--- config.mk ---
export PLATFORM = sky130hd
export DESIGN_NAME = can_stat_reg
export DESIGN_NICKNAME = d
export VERILOG_FILES = /design/src/rtl/can_stat_pkg.sv /design/src/rtl/can_rx_sync.sv /design/src/rtl/can_evt_flags.sv /design/src/rtl/can_stat_reg.sv
export SDC_FILE = /design/constraint.sdc
export NUM_CORES = 1
export LEC_CHECK = 0
export ABC_AREA = 1
export BUFFER_PORTS_ARGS = -buffer_cell sky130_fd_sc_hd__buf_2
export CORE_MARGIN = 1
export CORE_UTILIZATION = 25
export CTS_CLUSTER_SIZE = 28
export DETAILED_ROUTE_END_ITERATION = 10
export PLACE_DENSITY = 0.58
export SLEW_MARGIN = 30
export SYNTH_ARGS = -nofsm -noshare
export SYNTH_HDL_FRONTEND = slang
export SYNTH_HIERARCHICAL = 1
export SYNTH_SLANG_ARGS = --single-unit
--- constraint.sdc ---
create_clock -name clk -period 1.5 [get_ports clk]
set_input_delay 0.225 -clock clk [delete_from_list [all_inputs] [get_ports clk]]
set_output_delay 0.225 -clock clk [all_outputs]
set_load 0.005 [all_outputs]
--- src/rtl/can_stat_pkg.sv ---
package can_stat_pkg;
  localparam int REG_W     = 32;
  localparam int SYNC_LEN  = 2;

  localparam int POS_RXLIVE = 11;
  localparam int POS_SAMP   = 10;
  localparam int POS_RXM    = 9;
  localparam int POS_TXM    = 8;
  localparam int POS_SLPEV  = 4;
  localparam int POS_WAKEV  = 3;
  localparam int POS_ERREV  = 2;
  localparam int POS_INITAK = 1;
  localparam int POS_SLPAK  = 0;

  typedef enum int {
    EV_ERR  = 0,
    EV_WAKE = 1,
    EV_SLP  = 2
  } ev_idx_e;
  localparam int NUM_EV = 3;

  localparam logic [REG_W-1:0] RESET_WORD =
    (REG_W'(1) << POS_RXLIVE) | (REG_W'(1) << POS_SAMP) | (REG_W'(1) << POS_INITAK);

  function automatic int ev_pos(input int idx);
    case (idx)
      EV_ERR:  return POS_ERREV;
      EV_WAKE: return POS_WAKEV;
      default: return POS_SLPEV;
    endcase
  endfunction
endpackage

--- src/rtl/can_rx_sync.sv ---
module can_rx_sync #(
  parameter int   STAGES    = 2,
  parameter logic RESET_LVL = 1'b1
) (
  input  logic clk,
  input  logic rst,
  input  logic rx_in,
  input  logic sample_tick,
  output logic rx_sync,
  output logic rx_samp,
  output logic sof
);
  logic [STAGES-1:0] chain;
  logic              rx_prev;

  generate
    if (STAGES == 1) begin : g_one
      always_ff @(posedge clk) begin
        if (rst) chain <= {STAGES{RESET_LVL}};
        else     chain <= rx_in;
      end
    end else begin : g_many
      always_ff @(posedge clk) begin
        if (rst) chain <= {STAGES{RESET_LVL}};
        else     chain <= {chain[STAGES-2:0], rx_in};
      end
    end
  endgenerate

  assign rx_sync = chain[STAGES-1];

  always_ff @(posedge clk) begin
    if (rst) begin
      rx_prev <= RESET_LVL;
      rx_samp <= RESET_LVL;
    end else begin
      rx_prev <= rx_sync;
      if (sample_tick) rx_samp <= rx_sync;
    end
  end

  assign sof = rx_prev & ~rx_sync;

  AST_SAMP_HOLD: assert property (@(posedge clk) disable iff (rst)
    !sample_tick |=> $stable(rx_samp)) else $error("sample bit moved without tick");
  AST_SOF_AFTER_HIGH: assert property (@(posedge clk) disable iff (rst)
    sof |-> $past(rx_sync)) else $error("sof without prior recessive");
endmodule

--- src/rtl/can_evt_flags.sv ---
module can_evt_flags #(
  parameter int N = 3
) (
  input  logic         clk,
  input  logic         rst,
  input  logic [N-1:0] set,
  input  logic [N-1:0] wclr,
  input  logic [N-1:0] aclr,
  output logic [N-1:0] flags
);
  genvar i;
  generate
    for (i = 0; i < N; i++) begin : g_flag
      always_ff @(posedge clk) begin
        if (rst)                  flags[i] <= 1'b0;
        else if (set[i])          flags[i] <= 1'b1;
        else if (wclr[i] | aclr[i]) flags[i] <= 1'b0;
      end

      AST_SET_WINS: assert property (@(posedge clk) disable iff (rst)
        set[i] |=> flags[i]) else $error("set lost");
      AST_STICKY: assert property (@(posedge clk) disable iff (rst)
        (flags[i] && !wclr[i] && !aclr[i]) |=> flags[i]) else $error("flag dropped");
    end
  endgenerate
endmodule

--- src/rtl/can_stat_reg.sv ---
module can_stat_reg
  import can_stat_pkg::*;
#(
  parameter int W      = REG_W,
  parameter int SYNC_N = SYNC_LEN
) (
  input  logic         clk,
  input  logic         rst,
  input  logic         rx_pin,
  input  logic         sample_tick,
  input  logic         mode_rx,
  input  logic         mode_tx,
  input  logic         sleep_ack,
  input  logic         init_ack,
  input  logic         err_pulse,
  input  logic         ie_sleep,
  input  logic         ie_wake,
  input  logic         ie_err,
  input  logic         wr_en,
  input  logic [W-1:0] wr_data,
  output logic [W-1:0] rd_data,
  output logic         irq
);
  logic rx_live, rx_samp, sof;
  logic rxm_q, txm_q, slk_q, slk_prev, ink_q;
  logic [NUM_EV-1:0] ev_set, ev_wclr, ev_aclr, ev_q, ev_en;

  can_rx_sync #(.STAGES(SYNC_N), .RESET_LVL(1'b1)) u_sync (
    .clk(clk), .rst(rst), .rx_in(rx_pin), .sample_tick(sample_tick),
    .rx_sync(rx_live), .rx_samp(rx_samp), .sof(sof)
  );

  always_ff @(posedge clk) begin
    if (rst) begin
      rxm_q    <= 1'b0;
      txm_q    <= 1'b0;
      slk_q    <= 1'b0;
      slk_prev <= 1'b0;
      ink_q    <= 1'b1;
    end else begin
      rxm_q    <= mode_rx;
      txm_q    <= mode_tx;
      slk_q    <= sleep_ack;
      slk_prev <= slk_q;
      ink_q    <= init_ack;
    end
  end

  always_comb begin
    ev_set[EV_ERR]  = err_pulse;
    ev_set[EV_WAKE] = sof & slk_q;
    ev_set[EV_SLP]  = slk_q & ~slk_prev & ie_sleep;
    ev_aclr         = '0;
    ev_aclr[EV_SLP] = ~slk_q;
    ev_en[EV_ERR]   = ie_err;
    ev_en[EV_WAKE]  = ie_wake;
    ev_en[EV_SLP]   = ie_sleep;
  end

  genvar k;
  generate
    for (k = 0; k < NUM_EV; k++) begin : g_wclr
      assign ev_wclr[k] = wr_en & wr_data[ev_pos(k)];
    end
  endgenerate

  can_evt_flags #(.N(NUM_EV)) u_flags (
    .clk(clk), .rst(rst), .set(ev_set), .wclr(ev_wclr), .aclr(ev_aclr), .flags(ev_q)
  );

  always_ff @(posedge clk) begin
    if (rst) irq <= 1'b0;
    else     irq <= |(ev_q & ev_en);
  end

  always_comb begin
    rd_data              = '0;
    rd_data[POS_RXLIVE]  = rx_live;
    rd_data[POS_SAMP]    = rx_samp;
    rd_data[POS_RXM]     = rxm_q;
    rd_data[POS_TXM]     = txm_q;
    rd_data[POS_SLPEV]   = ev_q[EV_SLP];
    rd_data[POS_WAKEV]   = ev_q[EV_WAKE];
    rd_data[POS_ERREV]   = ev_q[EV_ERR];
    rd_data[POS_INITAK]  = ink_q;
    rd_data[POS_SLPAK]   = slk_q;
  end

  AST_RSVD_ZERO: assert property (@(posedge clk) disable iff (rst)
    (rd_data[W-1:12] == '0) && (rd_data[7:5] == '0)) else $error("reserved set");
  AST_SLP_NEEDS_EN: assert property (@(posedge clk) disable iff (rst)
    $rose(rd_data[POS_SLPEV]) |-> $past(ie_sleep)) else $error("sleep ev w/o enable");
  AST_SLP_AUTOCLR: assert property (@(posedge clk) disable iff (rst)
    !rd_data[POS_SLPAK] |=> !rd_data[POS_SLPEV]) else $error("sleep ev not cleared");
  AST_WAKE_IN_SLEEP: assert property (@(posedge clk) disable iff (rst)
    $rose(rd_data[POS_WAKEV]) |-> $past(rd_data[POS_SLPAK])) else $error("wake outside sleep");
  AST_IRQ_QUIET: assert property (@(posedge clk) disable iff (rst)
    $past(!ie_sleep && !ie_wake && !ie_err) |-> !irq) else $error("irq without enable");
endmodule

==> impl_metrics.py, run 1 <==
metrics = {
    "status": {
        "outcome": "finished, final reports clean",
    },
    "clock_network": {
        "cts_sinks": 13,
        "cts_setup_buffers": 0,
        "cts_tree": "yes",
        "ctsResizeCount": 0,
        "hold_buffers": 0,
        "cts_buffers": 3,
        "htreeDepth": 1,
        "cts_root_buf": "clkbuf_4",
        "cts_buffer_depth": 2,
        "insertion_delay_ns": 0.27,
        "cts.clk_slew.worst_paths_ns": 0.08,
    },
    "synth": {
        "synth-seq-cells": 13,
        "synth_warnings": 6,
        "ys_seq_area_share_pct": 36.17,
        "ys_types": 10,
        "syn_area_sq_um": 719.4,
        "syn_avg_cell_area_sq_um": 7.654,
        "synthCells": 94,
    },
    "placement": {
        "hpwl_microns": 804.8,
        "dp_cells": 145,
        "gp_congestion": 0.6730,
        "io_buffer_count": 25,
        "dp_slack_ns": 0.7165,
        "post_dp_cell_area_sq_um": 755.7,
    },
    "routing": {
        "dr.pass1.iters": 6,
        "route.detailed.drc": 0,
        "ant_nets": 0,
        "routed_wl_microns": 959,
        "drtIter0Drc": 3,
        "routedWlPerCell_microns": 6.436,
        "vias": 494,
        "via_per_inst": 3.315,
    },
    "grt": {
        "grt_pass1_wl_microns": 1656,
        "first_global_vias": 401,
        "grt_usage_pct": 6.932,
        "grt_overflow": 0,
        "antenna_found_initial": 0,
        "grt_max_degree": 14,
    },
    "final_layout": {
        "area_growth_syn_to_layout_pct": 8.696,
        "stdcell_count": 149,
        "drive_gt1_share_pct": 28.81,
        "n_antenna_cell": 0,
        "finalNetCount": 164,
        "final_cell_area_sq_um": 782.0,
        "fin_util_pct": 28.60,
    },
    "die": {
        "ioPinCount": 78,
        "fp.dieW_microns": 55.65,
        "initial_core_util_pct": 26.32,
        "core_sq_mm": 0.002734,
        "dieArea_sq_mm": 0.003096,
        "rows": 19,
        "die_h_microns": 55.65,
    },
    "worst_setup_path": {
        "critPathKind": "reg2out",
        "cp-end-kind": "output pin",
        "crit_slowest_cell": "dfxtp_1",
        "startpoint_type": "flip-flop",
        "path_cells": "buf_2",
        "path_delay_family": "flip-flops",
        "crit_required_ns": 1.27,
        "crit_fanout": 4,
        "arrival_ns": 0.78,
        "cp_num_buf_inv": 1,
        "max_stage_delay_ns": 0.39,
    },
    "timing": {
        "grt_setup_unrepaired": "no",
        "fmax_ghz": 0.9905,
        "final.setup_skew_ns": 0.002757,
        "finalCritPeriodShare_pct": 67.30,
        "final.setup.worst_slack_ns": 0.4904,
        "finalMaxSlewViolations": 0,
        "setup-violations-final": 0,
        "fin_crit_ns": 1.010,
        "hold_viol": 0,
        "tns_ns": 0,
    },
    "power": {
        "p_clk_share_pct": 31.8,
        "ir_drop_mv": 0.3574,
        "seqPwrFrac_pct": 56.1,
        "leakagePower_nw": 0.4694,
        "power_switching_mw": 0.1582,
        "power.density_mw_per_mm2": 838.9,
        "pwr-share-comb_pct": 12.1,
        "p_sw_share_pct": 24.12,
        "intPower_mw": 0.4978,
    },
    "min_path": {
        "hold_path_class": "in2reg",
    },
    "flow_run": {
        "maxCapViolations": 0,
    },
}
==> final cells by class <==
class / count / area (sq um)
Clock buffer: 4 / 26.28
Fill cell: 303 / 1952
Inverter: 22 / 82.58
Multi-Input combinational cell: 54 / 249.0
Sequential cell: 13 / 260.3
Tap cell: 31 / 38.79
Timing Repair Buffer: 25 / 125.1
==> flip-flops by register name, summed over array words and instances (netlist names) <==
register,count
u_sync/rx_samp,1
txm_q,1
rxm_q,1
u_sync/rx_prev,1
u_flags/flags,3
ink_q,1
u_sync/chain,2
slk_prev,1
irq,1
slk_q,1
==> placed cells by master (no fill, tap or decap) <==
| cell | instances |
|---|---|
| buf_2 | 25 |
| inv_1 | 22 |
| clkbuf_4 | 3 |
| dfxtp_1 | 13 |
| nand3_2 | 3 |
| conb_1 | 25 |
| nor2_1 | 6 |
| nand2_1 | 11 |
| a21oi_2 | 3 |
| clkbuf_1 | 1 |
| or2_1 | 4 |
| nand3_1 | 2 |
==> power groups by stage <==
stage / Clock (mW) / Sequential (mW) / Combinational (mW)
after floorplan: 0 / 0.375 / 0.0957
after global placement: 0 / 0.376 / 0.0795
after detailed placement: 0 / 0.377 / 0.0805
after CTS: 0.219 / 0.369 / 0.0806
after global routing: 0.240 / 0.371 / 0.0943
final: 0.209 / 0.368 / 0.0797
==> per-layer routing <==
layer  wire (microns)  vias to the layer above  part of all wire, %  track usage, %
met5                0                        -                    0               0
met4                0                        0                    0           6.429
li1                 -                      262                    -               -
met2              523                       24                   55           11.53
met1              363                      208                   38           7.569
met3               72                        0                  7.5          0.9302
==> final timing paths <==
| check | from | cells past startpoint | end | slack (ns) |
|---|---|---|---|---|
| max | slk_q | 1 | rd_data[0] | 0.49 |
| min | init_ack | 2 | ink_q | 0.13 |
| max reg2reg | slk_q | 4 | u_flags/flags[2] | 0.74 |
| min reg2reg | u_sync/chain[0] | 1 | u_sync/chain[1] | 0.42 |
==> metrics by stage <==
step / power [mW] / hold WS [ns]
finish: 0.6561 / 0.1304
detailed placement: 0.4573 / 0.4042
global route: 0.7048 / 0.1311
CTS: 0.6680 / 0.1232
floorplan: 0.4711 / 0.2874
global placement: 0.4551 / 0.3888
==> synth_stat cells (all sizes together) <==
library cell	number	area [sq um]
nand3	5	40.04
inv	22	82.58
conb	1	3.750
nand2	11	41.29
buf	29	217.7
nor2	6	22.52
dfxtp	13	260.3
or2	4	25.02
a21oi	3	26.28
==> kinds of logic (layout without fill, tap and decap cells) <==
group / Yosys count / in the layout / share of synthesized area (%)
simple gates: 26 / 26 / 17.91
compound gates: 3 / 3 / 3.653
flops: 13 / 13 / 36.17
buf+inv: 51 / 51 / 41.74
other cells: 1 / 25 / 0.5212
Power figures use the tool's default switching activity.
==> run 2: changes to the inputs <==
--- a/config.mk
+++ b/config.mk
@@ -11,7 +11,7 @@
 export CORE_UTILIZATION = 25
 export CTS_CLUSTER_SIZE = 28
 export DETAILED_ROUTE_END_ITERATION = 10
-export PLACE_DENSITY = 0.58
+export PLACE_DENSITY = 0.61
 export SLEW_MARGIN = 30
 export SYNTH_ARGS = -nofsm -noshare
 export SYNTH_HDL_FRONTEND = slang
==> constraint.sdc (replaced) <==
create_clock -name clk -period 0.9 [get_ports clk]
set_input_delay 0.135 -clock clk [delete_from_list [all_inputs] [get_ports clk]]
set_output_delay 0.135 -clock clk [all_outputs]
set_load 0.005 [all_outputs]
==> impl_metrics.py, run 2 (synthesis results as in run 1) <==
metrics = {
    "status": {
        "outcome": "finished, final reports clean",
    },
    "placement": {
        "dp_slack_ns": 0.1395,
        "gp_congestion": 0.6624,
        "dp_cells": 145,
        "io_buffer_count": 25,
        "hpwl_microns": 798.3,
    },
    "timing": {
        "setup-violations-final": 0,
        "final.setup_skew_ns": 0.0002774,
        "hold_viol": 0,
        "fmax_ghz": 1.144,
        "grt_setup_unrepaired": "yes",
        "final.setup.worst_slack_ns": 0.02597,
        "finalMaxSlewViolations": 0,
        "fin_crit_ns": 0.8740,
        "finalCritPeriodShare_pct": 97.11,
    },
    "clock_network": {
        "cts_root_buf": "clkbuf_4",
        "cts_buffer_depth": 2,
        "cts_buffers": 3,
        "hold_buffers": 0,
        "cts_sinks": 13,
        "insertion_delay_ns": 0.27,
        "cts_tree": "yes",
        "htreeDepth": 1,
        "cts.clk_slew.worst_paths_ns": 0.08,
    },
    "routing": {
        "via_per_inst": 3.289,
        "drtIter0Drc": 6,
        "route.detailed.drc": 0,
        "dr.pass1.iters": 6,
        "ant_nets": 0,
        "routed_wl_microns": 1019,
        "routedWlPerCell_microns": 6.704,
        "vias": 500,
    },
    "final_layout": {
        "n_antenna_cell": 0,
        "largest_register_ff_count": 3,
        "final_common_cell": "conb_1",
        "drive_gt1_share_pct": 34.71,
        "area_growth_syn_to_layout_pct": 16.00,
        "final_cell_mix": "conb_1 (25), inv_1 (22), buf_2 (22)",
        "finalNetCount": 167,
        "stdcell_count": 152,
        "largestRegisters": "u_flags/flags x3, u_sync/chain x2",
        "regMostFlops": "u_flags/flags",
    },
    "worst_setup_path": {
        "critPathKind": "reg2out",
        "crit_slowest_cell": "dfxtp_4",
        "startpoint_type": "flip-flop",
        "arrival_ns": 0.74,
        "crit_required_ns": 0.76,
        "path_delay_family": "flip-flops",
        "cp-end-kind": "output pin",
        "max_stage_delay_ns": 0.36,
        "crit_fanout": 3,
        "path_cells": "buf_6",
        "cp_num_buf_inv": 1,
    },
    "min_path": {
        "hold_path_class": "in2reg",
    },
    "grt": {
        "grt_pass1_wl_microns": 1559,
        "grt_max_degree": 14,
        "first_global_vias": 397,
        "grt_usage_pct": 6.830,
        "grt_overflow": 0,
        "antenna_found_initial": 0,
    },
    "power": {
        "p_sw_share_pct": 24.51,
        "power_switching_mw": 0.2720,
        "seqPwrFrac_pct": 55.0,
        "power.density_mw_per_mm2": 1330,
        "pwr-share-comb_pct": 13.2,
        "ir_drop_mv": 0.6742,
        "leakagePower_nw": 0.4922,
        "p_clk_share_pct": 31.8,
        "intPower_mw": 0.8376,
    },
    "die": {
        "dieArea_sq_mm": 0.003096,
        "die_h_microns": 55.65,
        "initial_core_util_pct": 26.32,
        "core_sq_mm": 0.002734,
        "rows": 19,
        "fp.dieW_microns": 55.65,
        "ioPinCount": 78,
    },
    "flow_run": {
        "maxCapViolations": 0,
    },
}
## run 2: changes by cell type in the layout (fill, tap and decap cells not counted)
cell	before	now
dfxtp_4	0	2
dfxtp_1	13	8
buf_6	0	3
buf_4	0	3
dfxtp_2	0	3
buf_2	25	22
## run 2: power by group through the flow
| stage | logic [mW] | clock network [mW] | registers [mW] |
|---|---|---|---|
| 2_1_floorplan | 0.159 | 0 | 0.626 |
| 3_3_place_gp | 0.133 | 0 | 0.627 |
| 3_5_place_dp | 0.135 | 0 | 0.628 |
| 4_1_cts | 0.135 | 0.376 | 0.616 |
| 5_1_grt | 0.171 | 0.413 | 0.614 |
| 6_report | 0.146 | 0.353 | 0.611 |
## run 2: area by class of cell
class	count	area (sq um)
Timing Repair Buffer	28	166.4
Inverter	22	82.58
Sequential cell	13	271.5
Fill cell	322	1899
Clock buffer	4	26.28
Tap cell	31	38.79
Multi-Input combinational cell	54	249.0
## run 2: stage by stage
step	total power [mW]	instance area (sq um)	hold WS, ns	utilization [%]	setup TNS (ns)
after detailed placement	0.7625	755.7	0.3164	27.64	0
final	1.110	834.6	0.03519	30.53	0
after floorplan	0.7851	809.5	0.1974	-	0
after CTS	1.127	788.3	0.02605	28.83	-0.005468
after global placement	0.7607	755.7	0.3112	27.64	0
after global routing	1.197	834.6	0.01650	30.53	-0.06111
## run 2: final timing paths
kind | from | cells after the start | end | slack, ns
setup / recovery | u_flags/flags[1] | 1 | rd_data[3] | 0.03
hold reg to reg | u_sync/chain[0] | 1 | u_sync/chain[1] | 0.41
hold / removal | rx_pin | 2 | u_sync/chain[0] | 0.04
setup reg to reg | slk_q | 5 | u_flags/flags[2] | 0.09
## run 2: repair_timing
| action | 4_1_cts | 5_1_grt |
|---|---|---|
| resized for setup | 5 | 5 |
| cloned | 0 | 0 |
| endpoints found under the hold margin | 0 | 0 |
| setup buffers | 0 | 3 |
| endpoints found under the setup margin | 5 | 5 |
## run 2: routing by layer
metal / vias up / GRT usage (%) / wire, microns
li1: 267 / - / -
met4: 0 / 1.071 / 0
met2: 26 / 11.19 / 476
met1: 207 / 7.122 / 430
met5: - / 0 / 0
met3: 0 / 5.116 / 111
==> run 3: changes to the inputs <==
--- a/config.mk
+++ b/config.mk
@@ -11,9 +11,8 @@
 export CORE_UTILIZATION = 25
 export CTS_CLUSTER_SIZE = 28
 export DETAILED_ROUTE_END_ITERATION = 10
-export PLACE_DENSITY = 0.61
+export PLACE_DENSITY = 0.63
 export SLEW_MARGIN = 30
 export SYNTH_ARGS = -nofsm -noshare
 export SYNTH_HDL_FRONTEND = slang
-export SYNTH_HIERARCHICAL = 1
 export SYNTH_SLANG_ARGS = --single-unit
==> impl_metrics.py, run 3 <==
metrics = {
    "synth": {
        "synth_warnings": 0,
        "synth-seq-cells": 13,
        "synth_edf_count": 0,
        "synth_top_area_share_pct": 39.02,
        "synth.area.top_cells": "dfxtp_1 (39%), buf_4 (33%), nand2_1 (6.2%)",
        "ys_seq_area_share_pct": 39.02,
        "synth_flop_cell": "dfxtp_1",
        "yosysMostFrequentCell": "buf_4",
        "ys_types": 16,
        "syn_avg_cell_area_sq_um": 8.336,
        "synthCells": 80,
        "syn_area_sq_um": 666.9,
        "synth_async_sr_flop_share_pct": 0,
        "synth_commonest_cells": "buf_4 (29), dfxtp_1 (13), nand2_1 (11)",
        "yosysTopAreaCell": "dfxtp_1",
    },
    "final_layout": {
        "nFillCells": 285,
        "largest_register_ff_count": 3,
        "n_antenna_cell": 0,
        "final_cell_area_sq_um": 735.7,
        "stdcell_count": 132,
        "regMostFlops": "u_flags.flags",
        "final_cell_mix": "conb_1 (23), buf_2 (23), nand2_1 (11)",
        "drive_gt1_share_pct": 38.24,
        "largestRegisters": "u_flags.flags x3, u_sync.chain x2",
        "finalNetCount": 148,
        "area_growth_syn_to_layout_pct": 10.32,
    },
    "worst_setup_path": {
        "crit_slowest_cell": "dfxtp_2",
        "arrival_ns": 0.72,
        "startpoint_type": "flip-flop",
        "critPathKind": "reg2out",
        "crit_fanout": 3,
        "path_delay_family": "flip-flops",
        "crit_required_ns": 0.76,
        "max_stage_delay_ns": 0.36,
        "path_cells": "buf_6",
        "cp_num_buf_inv": 1,
        "cp-end-kind": "output pin",
    },
    "grt": {
        "grt_overflow": 0,
        "use_met1_pct": 7.227,
        "grt_usage_pct": 6.628,
        "antenna_found_initial": 0,
        "grt_max_degree": 10,
        "busiest_layer": "met2",
        "grt_util_met2_pct": 11.25,
        "met3_usage_pct": 1.130,
        "grt_pass1_wl_microns": 1366,
        "first_global_vias": 368,
    },
    "die": {
        "core_sq_mm": 0.002500,
        "die_h_microns": 53.65,
        "fp.dieW_microns": 53.65,
        "rows": 18,
        "dieArea_sq_mm": 0.002878,
        "initial_core_util_pct": 26.68,
        "ioPinCount": 78,
    },
    "clock_network": {
        "cts.clk_slew.worst_paths_ns": 0.08,
        "cts_buffers": 3,
        "cts_sinks": 13,
        "htreeDepth": 1,
        "cts_root_buf": "clkbuf_4",
        "hold_buffers": 0,
        "cts_tree": "yes",
        "cts_buffer_depth": 2,
        "insertion_delay_ns": 0.26,
    },
    "routing": {
        "route.detailed.drc": 0,
        "routedWlPerCell_microns": 7.545,
        "via_per_inst": 3.530,
        "routed_wl_microns": 996,
        "drtIter0Drc": 9,
        "ant_nets": 0,
        "dr.pass1.iters": 4,
        "vias": 466,
    },
    "timing": {
        "fin_crit_ns": 0.8567,
        "finalCritPeriodShare_pct": 95.19,
        "fmax_ghz": 1.167,
        "tns_ns": 0,
        "final.setup_skew_ns": 0.0006911,
        "finalMaxSlewViolations": 0,
        "setup-violations-final": 0,
        "grt_setup_unrepaired": "no",
        "hold_viol": 0,
    },
    "placement": {
        "hpwl_microns": 819.8,
        "io_buffer_count": 25,
        "post_dp_cell_area_sq_um": 683.2,
        "gp_congestion": 0.6499,
        "dp_cells": 127,
    },
    "power": {
        "power.density_mw_per_mm2": 1489,
        "leakagePower_nw": 0.4282,
        "ir_drop_mv": 0.5279,
        "totalPowerFinal_mw": 1.095,
    },
    "flow_run": {
        "maxCapViolations": 0,
    },
    "status": {
        "outcome": "finished, final reports clean",
    },
    "min_path": {
        "hold_path_class": "in2reg",
    },
}
==> run 3: changes by cell type in the layout (fill, tap and decap cells not counted), sizes merged <==
cell   before  now
inv        22   10
or2         4    3
nor2        6    3
conb       25   23
nand3       5    2
buf        28   26
nand2      11   13
o21ai       0    2
==> run 3: final cells by class <==
| class | count | area [sq um] | area share, % |
|---|---|---|---|
| Timing Repair Buffer | 26 | 145.1 | 19.73 |
| Inverter | 10 | 42.54 | 5.782 |
| Tap cell | 30 | 37.54 | 5.102 |
| Sequential cell | 13 | 266.5 | 36.22 |
| Multi-Input combinational cell | 49 | 217.7 | 29.59 |
| Clock buffer | 4 | 26.28 | 3.571 |
==> run 3: final timing paths <==
kind,startpoint,to,slack (ns),cells after the start
worst max-delay path,slk_q,rd_data[0],0.04,1
worst min-delay path,init_ack,ink_q,0.04,2
worst max register to register,u_flags.flags[1],irq,0.15,5
worst min register to register,u_sync.chain[0],u_sync.chain[1],0.41,1
==> run 3: per-layer routing <==
metal,up-vias,part of all wire [%]
li1,226,-
met1,204,38
met2,36,52
met3,0,9.1
met4,0,0
met5,-,0
==> run 3: repair_timing <==
item / in CTS / in global routing
setup endpoints to repair: 2 / 5
gates cloned: 0 / 0
gates resized for setup: 2 / 5
setup buffers: 0 / 1
==> run 3: per-stage QoR <==
step	hold WS, ns	setup WS, ns	utilization (%)
after floorplan	0.2321	0.2871	-
after global placement	0.3196	0.2103	27.33
after detailed placement	0.3227	0.2129	27.33
after CTS	0.03500	0.005874	28.48
after global routing	0.03015	0.0009187	29.43
final	0.04273	0.04326	29.43
==> run 3: where the power goes <==
group	switching, mW	internal, mW	leakage (nW)
clock	0.176	0.171	0.0150
combinational	0.0733	0.0598	0.305
sequential	0.0121	0.603	0.108
==> run 3: cells by family (layout without fill, tap and decap cells) <==
family / after synthesis / in the layout / synth area share (%)
simple gates: 21 / 21 / 14.82
compound gates: 5 / 5 / 4.878
buf+inv: 40 / 40 / 40.71
flops: 13 / 13 / 39.02
other cells: 1 / 23 / 0.5623
